==> src/rtl/rxblk_pkg.sv <==
package rxblk_pkg;
  typedef enum logic [1:0] {
    ST_CLEAN  = 2'd0,
    ST_FRAME  = 2'd1,
    ST_PARITY = 2'd2,
    ST_BREAK  = 2'd3
  } rx_stat_e;

  function automatic rx_stat_e stat_encode(input logic brk, input logic perr, input logic ferr);
    if (brk)       return ST_BREAK;
    else if (perr) return ST_PARITY;
    else if (ferr) return ST_FRAME;
    else           return ST_CLEAN;
  endfunction
endpackage

==> src/rtl/rxblk_store.sv <==
module rxblk_store #(
  parameter int W  = 10,
  parameter int AW = 5
) (
  input  logic          clk,
  input  logic          we,
  input  logic [AW-1:0] waddr,
  input  logic [W-1:0]  wdata,
  input  logic          re,
  input  logic [AW-1:0] raddr,
  output logic [W-1:0]  rdata
);
  localparam int N = 1 << AW;

  logic [W-1:0] mem [N];

  always_ff @(posedge clk) begin
    if (we) mem[waddr] <= wdata;
  end

  always_ff @(posedge clk) begin
    if (re) rdata <= mem[raddr];
  end
endmodule

==> src/rtl/rxblk_ctrl.sv <==
module rxblk_ctrl #(
  parameter int DEPTH = 32,
  parameter int AW    = $clog2(DEPTH),
  parameter int CW    = AW + 1
) (
  input  logic          clk,
  input  logic          rst,
  input  logic          rx_valid,
  input  logic          cmd_release,
  input  logic          cmd_force,
  input  logic          cmd_reset,
  output logic          wr_en,
  output logic [AW-1:0] wr_addr,
  output logic [AW-1:0] base_addr,
  output logic [CW-1:0] occupied,
  output logic          holding,
  output logic          ev_full,
  output logic          ev_term,
  output logic          ev_ovf,
  output logic [AW-1:0] blk_count
);
  localparam logic [CW-1:0] FULL_LVL = CW'(DEPTH);

  logic [AW-1:0] wr_ptr, base;
  logic [CW-1:0] occ, blk_len;
  logic          hold_q;
  logic          room, accept, rel, dlv_full, dlv_force;

  always_comb begin
    room      = (occ != FULL_LVL);
    accept    = rx_valid && room && !cmd_reset && !rst;
    rel       = cmd_release && hold_q;
    dlv_full  = !hold_q && (occ == FULL_LVL);
    dlv_force = !hold_q && cmd_force && (occ != '0) && !dlv_full;
  end

  always_ff @(posedge clk) begin
    if (rst || cmd_reset) begin
      wr_ptr  <= '0;
      base    <= '0;
      occ     <= '0;
      blk_len <= '0;
      hold_q  <= 1'b0;
      ev_full <= 1'b0;
      ev_term <= 1'b0;
      ev_ovf  <= 1'b0;
    end else begin
      wr_ptr  <= wr_ptr + AW'(accept);
      occ     <= occ + CW'(accept) - (rel ? blk_len : '0);
      ev_full <= dlv_full;
      ev_term <= dlv_force;
      ev_ovf  <= rx_valid && !room;
      if (rel) begin
        base   <= base + blk_len[AW-1:0];
        hold_q <= 1'b0;
      end else if (dlv_full || dlv_force) begin
        hold_q  <= 1'b1;
        blk_len <= occ;
      end
    end
  end

  assign wr_en     = accept;
  assign wr_addr   = wr_ptr;
  assign base_addr = base;
  assign occupied  = occ;
  assign holding   = hold_q;
  assign blk_count = blk_len[AW-1:0];
endmodule

==> src/rtl/rxblk_idle_timer.sv <==
module rxblk_idle_timer #(
  parameter int LIMIT = 32,
  parameter int TW    = $clog2(LIMIT + 1)
) (
  input  logic clk,
  input  logic rst,
  input  logic clear,
  input  logic armed,
  output logic ev_timeout
);
  localparam logic [TW-1:0] LAST = TW'(LIMIT - 1);

  logic [TW-1:0] cnt;
  logic          fired;

  always_ff @(posedge clk) begin
    if (rst) begin
      cnt        <= '0;
      fired      <= 1'b0;
      ev_timeout <= 1'b0;
    end else begin
      ev_timeout <= 1'b0;
      if (clear) begin
        cnt   <= '0;
        fired <= 1'b0;
      end else if (armed && !fired) begin
        if (cnt == LAST) begin
          ev_timeout <= 1'b1;
          fired      <= 1'b1;
          cnt        <= '0;
        end else begin
          cnt <= cnt + 1'b1;
        end
      end else begin
        cnt <= '0;
      end
    end
  end
endmodule

==> src/rtl/rxblk_fifo.sv <==
module rxblk_fifo
  import rxblk_pkg::*;
#(
  parameter int DEPTH         = 32,
  parameter int DW            = 8,
  parameter int CHAR_CYCLES   = 8,
  parameter int TIMEOUT_CHARS = 4,
  parameter int AW            = $clog2(DEPTH)
) (
  input  logic          clk,
  input  logic          rst,
  input  logic          rx_valid,
  input  logic [DW-1:0] rx_data,
  input  logic          rx_perr,
  input  logic          rx_ferr,
  input  logic          rx_brk,
  input  logic          rd_en,
  input  logic [AW-1:0] rd_idx,
  output logic [DW-1:0] rd_data,
  output logic [1:0]    rd_stat,
  input  logic          cmd_release,
  input  logic          cmd_force,
  input  logic          cmd_reset,
  output logic          ev_full,
  output logic          ev_term,
  output logic          ev_timeout,
  output logic          ev_ovf,
  output logic          ev_brk,
  output logic          blk_ready,
  output logic [AW-1:0] blk_count
);
  localparam int CW         = AW + 1;
  localparam int EW         = DW + 2;
  localparam int IDLE_LIMIT = CHAR_CYCLES * TIMEOUT_CHARS;

  logic          wr_en, holding;
  logic [AW-1:0] wr_addr, base_addr;
  logic [CW-1:0] occupied;
  logic [EW-1:0] wr_word, rd_word;
  rx_stat_e      in_stat;

  assign in_stat = stat_encode(rx_brk, rx_perr, rx_ferr);
  assign wr_word = {in_stat, rx_data};

  rxblk_ctrl #(.DEPTH(DEPTH), .AW(AW), .CW(CW)) i_ctrl (
    .clk(clk), .rst(rst), .rx_valid(rx_valid),
    .cmd_release(cmd_release), .cmd_force(cmd_force), .cmd_reset(cmd_reset),
    .wr_en(wr_en), .wr_addr(wr_addr), .base_addr(base_addr),
    .occupied(occupied), .holding(holding),
    .ev_full(ev_full), .ev_term(ev_term), .ev_ovf(ev_ovf),
    .blk_count(blk_count)
  );

  rxblk_store #(.W(EW), .AW(AW)) i_store (
    .clk(clk), .we(wr_en), .waddr(wr_addr), .wdata(wr_word),
    .re(rd_en), .raddr(base_addr + rd_idx), .rdata(rd_word)
  );

  rxblk_idle_timer #(.LIMIT(IDLE_LIMIT)) i_timer (
    .clk(clk), .rst(rst),
    .clear(wr_en || cmd_reset),
    .armed(!holding && (occupied != '0)),
    .ev_timeout(ev_timeout)
  );

  always_ff @(posedge clk) begin
    if (rst) ev_brk <= 1'b0;
    else     ev_brk <= wr_en && rx_brk;
  end

  assign rd_data   = rd_word[DW-1:0];
  assign rd_stat   = rd_word[EW-1:DW];
  assign blk_ready = holding;
endmodule

==> config.mk <==
export PLATFORM = sky130hd
export DESIGN_NAME = rxblk_fifo
export DESIGN_NICKNAME = d
export VERILOG_FILES = /design/src/rtl/rxblk_pkg.sv /design/src/rtl/rxblk_store.sv /design/src/rtl/rxblk_ctrl.sv /design/src/rtl/rxblk_idle_timer.sv /design/src/rtl/rxblk_fifo.sv
export SDC_FILE = /design/constraint.sdc
export NUM_CORES = 1
export LEC_CHECK = 0
export BUFFER_PORTS_ARGS = -buffer_cell sky130_fd_sc_hd__buf_2
export CAP_MARGIN = 10
export CORE_ASPECT_RATIO = 1.25
export CORE_MARGIN = 5
export CORE_UTILIZATION = 45
export DETAILED_ROUTE_END_ITERATION = 6
export PLACE_DENSITY = 0.71
export SLEW_MARGIN = 20
export SYNTH_ARGS = -nofsm -noshare
export SYNTH_HDL_FRONTEND = slang
export SYNTH_SLANG_ARGS = --single-unit
==> constraint.sdc <==
create_clock -name clk -period 4.8 [get_ports clk]
set_input_delay 1.44 -clock clk [delete_from_list [all_inputs] [get_ports clk]]
set_output_delay 1.44 -clock clk [all_outputs]
set_load 0.02 [all_outputs]
==> impl_metrics.tcl <==
set metrics [dict create \
    hold_slack_ps 455 \
    wl_per_cell_um 22.5 \
    fmax_ghz 0.272 \
    min_to "i_timer.cnt[0]" \
    synth_area_leaders "edfxtp_1, mux4_2, dfxtp_1, ha_1, mux2i_1" \
    max-slew-margin-rel_pct 39.9 \
    routed-via-count 6961 \
    antenna_found_initial 0 \
    path_cells "buf_2 > ha_1 > a21o_1 > a21oi_1 > xnor2_2 > buf_4 > buf_4 > mux2i_1 > a221oi_1" \
    cp_slowest_stage_delay_ps 560 \
    ys_ff_latch 365 \
    cts_setup_buffers 0 \
    critPathKind "input port to flop" \
    io_buffer_count 43 \
    syn_area_per_cell_um2 19.4 \
    overflow 0 \
    cts_max_level 1 \
    r2r_cells 12 \
    core-area_mm2 0.0318 \
    nets 873 \
    synth_cell_type_count 44 \
    cp.required_ps 5070 \
    root_buffer "clkbuf_16" \
    clk_latency_ps 570 \
    synth_nets 796 \
    diodes 0 \
    cp-end-kind "flop" \
    multi_input_area_mm2 0.00368 \
    cp-start-kind "input port" \
    power_frac_clock_pct 38.9 \
    cts_buffer_depth 3 \
    grt_pass1_wl_um 44200 \
    yosysMostFrequentCell "edfxtp_1" \
    drive_above_1_share_pct 28.1 \
    p_seq_share_pct 56.4 \
    place.gp.congestion 0.768 \
    p_leak_nw 5.43 \
    worst_slew_pin_slew_ps 897 \
    hp-start "i_timer.cnt[0]" \
    grt_max_degree 51 \
    hold_path_class "flop to flop" \
    power_mw 6.18 \
    synth_common_cells "edfxtp_1, mux4_2, nor2_1" \
    internal_power_mw 4.94 \
    fin_worst_skew_ps 21.4 \
    path_delay_family "buffers and inverters" \
    yosys_warnings 0 \
    period_share_pct 76.6 \
    hold_path_depth 1 \
    synth-main-ff-cell "edfxtp_1" \
    grt_usage_pct 16.2 \
    power_density_mw_per_mm2 377 \
    drc 0 \
    dr.pass1.iters 4 \
    viasPerCell 5.51 \
    syn_area_mm2 0.0145 \
    synth-edff-count 330 \
    register_area_mm2 0.0106 \
    ys_seq_area_share_pct 73.2 \
    drt-initial-drc-count 454 \
    ir_drop_uv 288 \
    rr_endpoint "i_ctrl.occupied[5]" \
    reg2reg_from "i_ctrl.occupied[0]" \
    fp.dieW_um 171 \
    finalMaxSlewViolations 0 \
    switching_share_pct 20.1 \
    cts_buffers 31 \
    hold_violations 0 \
    cp_slowest_cell "mux2i_1" \
    r2r_setup_slack_ps 1650 \
    comb_power_share_pct 4.7 \
    p_switching_mw 1.24 \
    outcome "complete, no violations" \
    dp_hpwl_um 18100 \
    hold_buffers 0 \
    cap_viol_max_count 0 \
    ys_async_sr_fraction_pct 0 \
    setup-violations-final 0 \
    crit_arrival_ps 3950 \
    path_clk_slew_ps 70 \
    cts_tree "built" \
    ioPinCount 44 \
    start_util_pct 45.6 \
    rows 73 \
    cts_sinks 365 \
    timing.critical_path.buf_inv 3 \
    fillCellCount 2541 \
    fin_crit_ps 3680 \
    rsz0062_at_grt "false" \
    grt_pass1_vias 7160 \
    syn_inst 749 \
    die-area_mm2 0.0359 \
    wl_um 28500 \
    die_y_um 211 \
    worstPathMaxFanout 21 \
    setup_tns_ps 0 \
    syn_to_final_growth_pct 13.0 \
    yosysTopAreaCellShare_pct 68.4 \
    crit_top_cell "buf_4" \
    cts_resized 0 \
    yosysTopAreaCell "edfxtp_1" \
    ant_nets 0 \
]
## power by group through the flow
stage	Sequential [mW]	Combinational, mW	Clock (mW)
after floorplan	3.56	0.163	0
after global placement	3.55	0.288	0
after detailed placement	3.55	0.293	0
after CTS	3.48	0.295	2.46
after global routing	3.48	0.311	2.59
final	3.48	0.288	2.40
## registers in the layout, indices dropped and copies added (netlist names)
register / count
i_ctrl.blk_len: 6
i_ctrl.base_addr: 5
i_timer.cnt: 6
i_ctrl.wr_addr: 5
i_ctrl.ev_term: 1
i_ctrl.ev_full: 1
i_ctrl.holding: 1
i_store.rdata: 10
ev_brk: 1
i_ctrl.occupied: 6
i_store.mem: 320
i_timer.fired: 1
i_timer.ev_timeout: 1
i_ctrl.ev_ovf: 1
## per-layer routing
metal	share of wire [%]	wire length, um	global-route usage [%]	up-vias
met5	0	0	0	-
met4	4.0	1140	6.64	0
li1	-	-	-	3135
met3	4.7	1340	2.19	43
met1	40	11500	21.6	3567
met2	51	14500	27.2	216
## worst register-to-register path, stage by stage (launching register included)
cell      delay, ps
dfxtp_1         340
or4_4           550
or3b_1          500
nand3_2         200
ha_1            220
inv_1            50
ha_1            290
a21o_1          180
a21oi_1         220
o21bai_1         90
a21oi_1         180
xnor2_1         140
nor2_1           60
## placed cells by master (no fill, tap or decap), types with 11 or more instances in the layout
cell	instances
buf_2	43
mux2_2	20
dfxtp_1	35
edfxtp_1	330
buf_4	34
clkbuf_16	31
ha_1	20
inv_1	13
mux4_2	80
xnor2_1	11
nor2_1	66
nand2_1	19
mux2i_1	26
## metrics by stage
stage / area, um^2 / cells / utilization [%] / worst slack (ps)
final: 16400 / 1263 / 51.5 / 1120
after global routing: 16400 / 1263 / 51.5 / 1090
after CTS: 16400 / 1263 / 51.5 / 1150
after detailed placement: 15400 / 1205 / 48.4 / 558
after global placement: 15400 / 1205 / 48.4 / 601
after floorplan: 14500 / 749 / - / 1010
## cell families (layout without fill, tap and decap cells)
group	after synthesis	in the layout	synth area share [%]
AO/OA/AOI/OAI	43	43	2.11
XOR/XNOR	20	20	1.21
adder cells (fa/ha/maj)	24	24	2.23
buffers and inverters	50	152	1.66
flip-flops	365	365	73.2
multiplexers	126	126	15.8
AND/OR/NAND/NOR	121	121	3.83
## how the worst max path moves through the flow
stage / from / to / cells after the start
after CTS: rd_idx[1] / i_store.rdata[6] / 9
after floorplan: rd_idx[0] / i_store.rdata[7] / 8
after detailed placement: rd_idx[1] / i_store.rdata[6] / 9
final: rd_idx[1] / i_store.rdata[6] / 9
after global routing: rd_idx[1] / i_store.rdata[6] / 9
after global placement: rd_idx[0] / i_store.rdata[6] / 7
## final cells by class
class	count	share of cell area, %
Inverter	13	0.298
Sequential cell	365	64.8
Multi-Input combinational cell	334	22.4
Tap cell	412	3.15
Clock inverter	14	0.749
Clock buffer	44	5.22
Timing Repair Buffer	81	3.36
Note: power is estimated with default switching activity, not from simulation.
